==> src/rtl/clk_mode_pkg.sv <==
package clk_mode_pkg;

    typedef enum logic [1:0] {
        SRC_SUB  = 2'd0,
        SRC_MAIN = 2'd1,
        SRC_PLL  = 2'd2
    } src_e;

    localparam int NUM_SRC = 3;

    typedef enum logic {
        ST_IDLE = 1'b0,
        ST_WAIT = 1'b1
    } phase_e;

    typedef struct packed {
        phase_e     phase;
        src_e       req_src;
        logic [1:0] req_mult;
        src_e       tgt_src;
        logic [1:0] tgt_mult;
        src_e       act_src;
        logic [1:0] act_mult;
    } ctl_state_t;

endpackage

==> src/rtl/clk_mode_decode.sv <==
module clk_mode_decode
    import clk_mode_pkg::*;
(
    input  logic go_fast_i,
    input  logic use_main_i,
    output src_e src_o
);
    // The sub request wins over the PLL/main choice.
    always_comb begin
        if (!go_fast_i)
            src_o = SRC_SUB;
        else if (!use_main_i)
            src_o = SRC_PLL;
        else
            src_o = SRC_MAIN;
    end
endmodule

==> src/rtl/clk_mode_stab_timer.sv <==
module clk_mode_stab_timer #(
    parameter int STAB_CYCLES = 16
) (
    input  logic clk,
    input  logic rst_n,
    input  logic load_i,
    input  logic run_i,
    output logic done_o
);
    localparam int CW = (STAB_CYCLES < 2) ? 1 : $clog2(STAB_CYCLES + 1);
    localparam logic [CW-1:0] RELOAD = CW'(STAB_CYCLES - 1);

    logic [CW-1:0] cnt_d, cnt_q;

    always_comb begin
        cnt_d = cnt_q;
        if (load_i)
            cnt_d = RELOAD;
        else if (run_i && cnt_q != '0)
            cnt_d = cnt_q - 1'b1;
    end

    always_ff @(posedge clk or negedge rst_n) begin
        if (!rst_n)
            cnt_q <= '0;
        else
            cnt_q <= cnt_d;
    end

    assign done_o = (cnt_q == '0);
endmodule

==> src/rtl/clk_mode_onehot.sv <==
module clk_mode_onehot
    import clk_mode_pkg::*;
(
    input  src_e               src_i,
    output logic [NUM_SRC-1:0] en_o
);
    for (genvar i = 0; i < NUM_SRC; i++) begin : g_en
        assign en_o[i] = (src_i == src_e'(i));
    end
endmodule

==> src/rtl/clk_mode_ctrl.sv <==
module clk_mode_ctrl
    import clk_mode_pkg::*;
#(
    parameter int STAB_CYCLES = 16
) (
    input  logic       clk,
    input  logic       rst_n,
    input  logic       go_fast_i,
    input  logic       use_main_i,
    input  logic [1:0] mult_i,
    output logic       en_sub_o,
    output logic       en_main_o,
    output logic       en_pll_o,
    output logic [1:0] mult_o,
    output logic       pll_on_o,
    output logic       sub_on_o,
    output logic       busy_o
);
    ctl_state_t         st_d, st_q;
    src_e               dec_src;
    logic               tmr_load;
    logic               tmr_done;
    logic               mismatch;
    logic [NUM_SRC-1:0] en_vec;

    clk_mode_decode u_decode (
        .go_fast_i  (go_fast_i),
        .use_main_i (use_main_i),
        .src_o      (dec_src)
    );

    clk_mode_stab_timer #(.STAB_CYCLES(STAB_CYCLES)) u_timer (
        .clk    (clk),
        .rst_n  (rst_n),
        .load_i (tmr_load),
        .run_i  (st_q.phase == ST_WAIT),
        .done_o (tmr_done)
    );

    assign mismatch = (st_q.req_src != st_q.act_src) || (st_q.req_mult != st_q.act_mult);

    always_comb begin
        st_d          = st_q;
        st_d.req_src  = dec_src;
        st_d.req_mult = mult_i;
        tmr_load      = 1'b0;
        unique case (st_q.phase)
            ST_IDLE: begin
                if (mismatch) begin
                    if (st_q.act_src == SRC_SUB && st_q.req_src != SRC_SUB) begin
                        // The oscillator must settle first: freeze the target.
                        st_d.phase    = ST_WAIT;
                        st_d.tgt_src  = st_q.req_src;
                        st_d.tgt_mult = st_q.req_mult;
                        tmr_load      = 1'b1;
                    end else begin
                        st_d.act_src  = st_q.req_src;
                        st_d.act_mult = st_q.req_mult;
                    end
                end
            end
            ST_WAIT: begin
                if (tmr_done) begin
                    st_d.act_src  = st_q.tgt_src;
                    st_d.act_mult = st_q.tgt_mult;
                    st_d.phase    = ST_IDLE;
                end
            end
            default: st_d.phase = ST_IDLE;
        endcase
    end

    always_ff @(posedge clk or negedge rst_n) begin
        if (!rst_n) begin
            st_q.phase    <= ST_IDLE;
            st_q.req_src  <= SRC_MAIN;
            st_q.req_mult <= 2'b00;
            st_q.tgt_src  <= SRC_MAIN;
            st_q.tgt_mult <= 2'b00;
            st_q.act_src  <= SRC_MAIN;
            st_q.act_mult <= 2'b00;
        end else begin
            st_q <= st_d;
        end
    end

    clk_mode_onehot u_onehot (
        .src_i (st_q.act_src),
        .en_o  (en_vec)
    );

    assign en_sub_o  = en_vec[SRC_SUB];
    assign en_main_o = en_vec[SRC_MAIN];
    assign en_pll_o  = en_vec[SRC_PLL];
    assign mult_o    = st_q.act_mult;
    assign pll_on_o  = (st_q.act_src == SRC_PLL);
    assign sub_on_o  = (st_q.act_src == SRC_SUB);
    assign busy_o    = (st_q.phase == ST_WAIT) || mismatch;
endmodule

==> config.mk <==
export PLATFORM = sky130hd
export DESIGN_NAME = clk_mode_ctrl
export DESIGN_NICKNAME = d
export VERILOG_FILES = /design/src/rtl/clk_mode_pkg.sv /design/src/rtl/clk_mode_decode.sv /design/src/rtl/clk_mode_stab_timer.sv /design/src/rtl/clk_mode_onehot.sv /design/src/rtl/clk_mode_ctrl.sv
export SDC_FILE = /design/constraint.sdc
export NUM_CORES = 1
export LEC_CHECK = 0
export BUFFER_PORTS_ARGS = -buffer_cell sky130_fd_sc_hd__buf_4
export CAP_MARGIN = 20
export CELL_PAD_IN_SITES_DETAIL_PLACEMENT = 2
export CELL_PAD_IN_SITES_GLOBAL_PLACEMENT = 2
export CORE_MARGIN = 4
export CORE_UTILIZATION = 38
export CTS_BUF_LIST = sky130_fd_sc_hd__clkbuf_16
export DETAILED_ROUTE_END_ITERATION = 10
export GPL_TIMING_DRIVEN = 0
export PLACE_DENSITY = 0.91
export SLEW_MARGIN = 30
export SYNTH_ARGS = -nofsm -noshare
export SYNTH_HDL_FRONTEND = slang
export SYNTH_SLANG_ARGS = --single-unit
==> constraint.sdc <==
create_clock -name clk -period 3.5 [get_ports clk]
set_clock_uncertainty 0.1 [all_clocks]
set_input_delay 0.35 -clock clk [delete_from_list [all_inputs] [get_ports clk]]
set_output_delay 0.35 -clock clk [all_outputs]
set_load 0.01 [all_outputs]
==> impl_metrics.tcl <==
set metrics [dict create \
    fp.dieH_microns 55.8 \
    gp_congestion 0.698 \
    crit_type "register to register" \
    fmax_mhz 459 \
    r2r_slack_ns 1.32 \
    drtIter0Drc 2 \
    core-area_sq_um 2190 \
    dr.pass1.iters 3 \
    cp.arrival_ns 2.21 \
    worst_pin_slew_ns 0.605 \
    die_width_microns 55.8 \
    hold_depth 1 \
    p_per_area_nw_per_um2 943 \
    cts_sinks 18 \
    nNetsFinal 97 \
    synth-main-ff-cell "dfrtp_1" \
    place_inst 112 \
    startpoint "u_timer.cnt_q[0]" \
    crit_required_ns 3.53 \
    ys_types 24 \
    finalSetupTns_ns 0 \
    yosys_warnings 0 \
    r2r_end "mult_o[0]" \
    track_usage_pct 15.6 \
    rsz0062_at_grt "no" \
    post_drt_via_cell_ratio 4.99 \
    drv_slew 0 \
    dp_hpwl_mm 1.44 \
    insertion_delay_ns 0.25 \
    endpoint_kind "register" \
    r2r_start "u_timer.cnt_q[0]" \
    vdd_drop_max_mv 0.391 \
    drive_gt1_share_pct 42.7 \
    io_pins 14 \
    root_buffer "clkbuf_16" \
    dieArea_sq_um 3110 \
    clkSlewWorstSetupHoldPaths_ns 0.05 \
    area_growth_pct 25.5 \
    antenna_left 0 \
    antenna_found_initial 0 \
    ctsHoldBuffers 1 \
    stdcell_count 117 \
    grt_max_degree 19 \
    syn-cell-area_sq_um 868 \
    rr_worst_depth 6 \
    hold_viol 0 \
    min_period_ns 2.18 \
    syn_inst 71 \
    htreeDepth 1 \
    drc 0 \
    grt_pass1_wl_mm 3.62 \
    drt_wl_total_mm 2.11 \
    hold_start "mult_i[0]" \
    cap_violations 0 \
    cts_made_buffers 3 \
    synth-async-reset-ratio_pct 100 \
    critPathMaxFanout 4 \
    grt_pass1_vias 679 \
    clock_path_buffers 2 \
    vias 584 \
    nFillCells 230 \
    setup_violations 0 \
    post_cts_buffers 0 \
    synth_seq_cells 18 \
    cp-start-kind "register" \
    num_antenna_cells 0 \
    io_buffers 13 \
    min_to "st_q[8]" \
    ctsResizeCount 0 \
    seq_area_frac_synth_pct 52.3 \
    overflow 0 \
    hold_path.class "input pin to register" \
    p_leak_nw 0.500 \
    syn_nets 78 \
    synth_area_per_cell_sq_um 12.2 \
    maxSlewHeadroom_pct 59.4 \
    cts_tree "yes" \
    finalCritPeriodShare_pct 62.3 \
    status "complete, no violations" \
    start_util_pct 39.6 \
    wl_per_cell_microns 18.1 \
    rows 17 \
    synth_edf_count 0 \
]
==> kinds of logic (layout without fill, tap and decap cells) <==
logic type | after synthesis | in the layout | synth area share [%]
flops | 18 | 18 | 52.3
simple gates | 21 | 21 | 12.5
buf+inv | 8 | 26 | 5.33
fa+ha+maj | 1 | 1 | 1.44
mux | 12 | 12 | 15.6
compound gates | 4 | 4 | 5.76
xor+xnor | 7 | 7 | 7.06
==> cell usage after synthesis (all sizes together), types with 2 or more instances <==
cell   count  area [sq um]
nand3      2          10.0
dfrtp     15           375
nor2b      3          18.8
buf        5          35.0
xor2       6          52.6
inv        2          7.51
nor3       2          10.0
nand2      7          26.3
mux2      12           135
nor2       3          11.3
dfstp      3          78.8
==> critical path: stages (launching register included) <==
cell and delay (ns):
dfrtp_1 0.38, inv_1 0.10, ha_1 0.20, or4b_4 0.52
o2bb2ai_2 0.18, a21oi_4 0.22, mux2_2 0.37
==> how the worst max path moves through the flow <==
stage	slack [ns]	to	cells after the start
global route	1.25	st_q[3]	6
finish	1.32	mult_o[0]	6
floorplan	1.55	mult_o[0]	6
CTS	1.31	mult_o[0]	6
detailed placement	1.38	mult_o[0]	6
global placement	1.42	mult_o[0]	6
==> layer usage <==
metal	up-vias	routed length [microns]	global-route usage [%]
met4	0	46	8.33
met2	12	1140	27.5
met3	4	52	2.09
li1	270	-	-
met5	-	0	0
met1	298	878	18.2
==> report_power, final <==
part / leakage (nW) / internal (W) / switching, W
clock network: 0.0385 / 0.000152 / 0.0000778
logic: 0.251 / 0.000231 / 0.000210
registers: 0.210 / 0.000292 / 0.0000660
==> state kept, by name, indices dropped and copies added, names as in the netlist <==
signal,flops
mult_o,2
u_timer.cnt_q,5
st_q,11
==> cells in the final DEF (no fill, tap or decap), types with 2 or more instances in the layout <==
master and instances:
clkbuf_16 3, dfrtp_1 15, buf_4 17, nor2b_1 3
nor2_1 3, mux2_2 10, dfstp_2 3, mux2_1 2
nand2_1 7, inv_1 2, nor3_1 2, nand3_1 2
xor2_1 6
==> layout make-up <==
class	count	area, sq um	area share [%]
buffer	6	38.8	3.56
clock buffer	3	75.1	6.89
clock inverter	1	3.75	0.344
inverter	2	7.51	0.689
multi-input combinational	45	368	33.8
sequential	18	454	41.7
tap	28	35.0	3.21
timing repair buffer	14	108	9.87
==> through the flow <==
stage	power [W]	setup WS [ns]	util [%]	instance area [sq um]	hold slack [ns]
6_report	0.00103	1.32	49.7	1090	0.112
5_1_grt	0.00111	1.25	49.7	1090	0.0988
4_1_cts	0.00104	1.31	49.7	1090	0.108
3_5_place_dp	0.000791	1.38	45.7	1000	0.135
3_3_place_gp	0.000753	1.42	45.7	1000	0.131
2_1_floorplan	0.000647	1.55	-	868	-0.0456
Note: power is estimated with default switching activity, not from simulation.
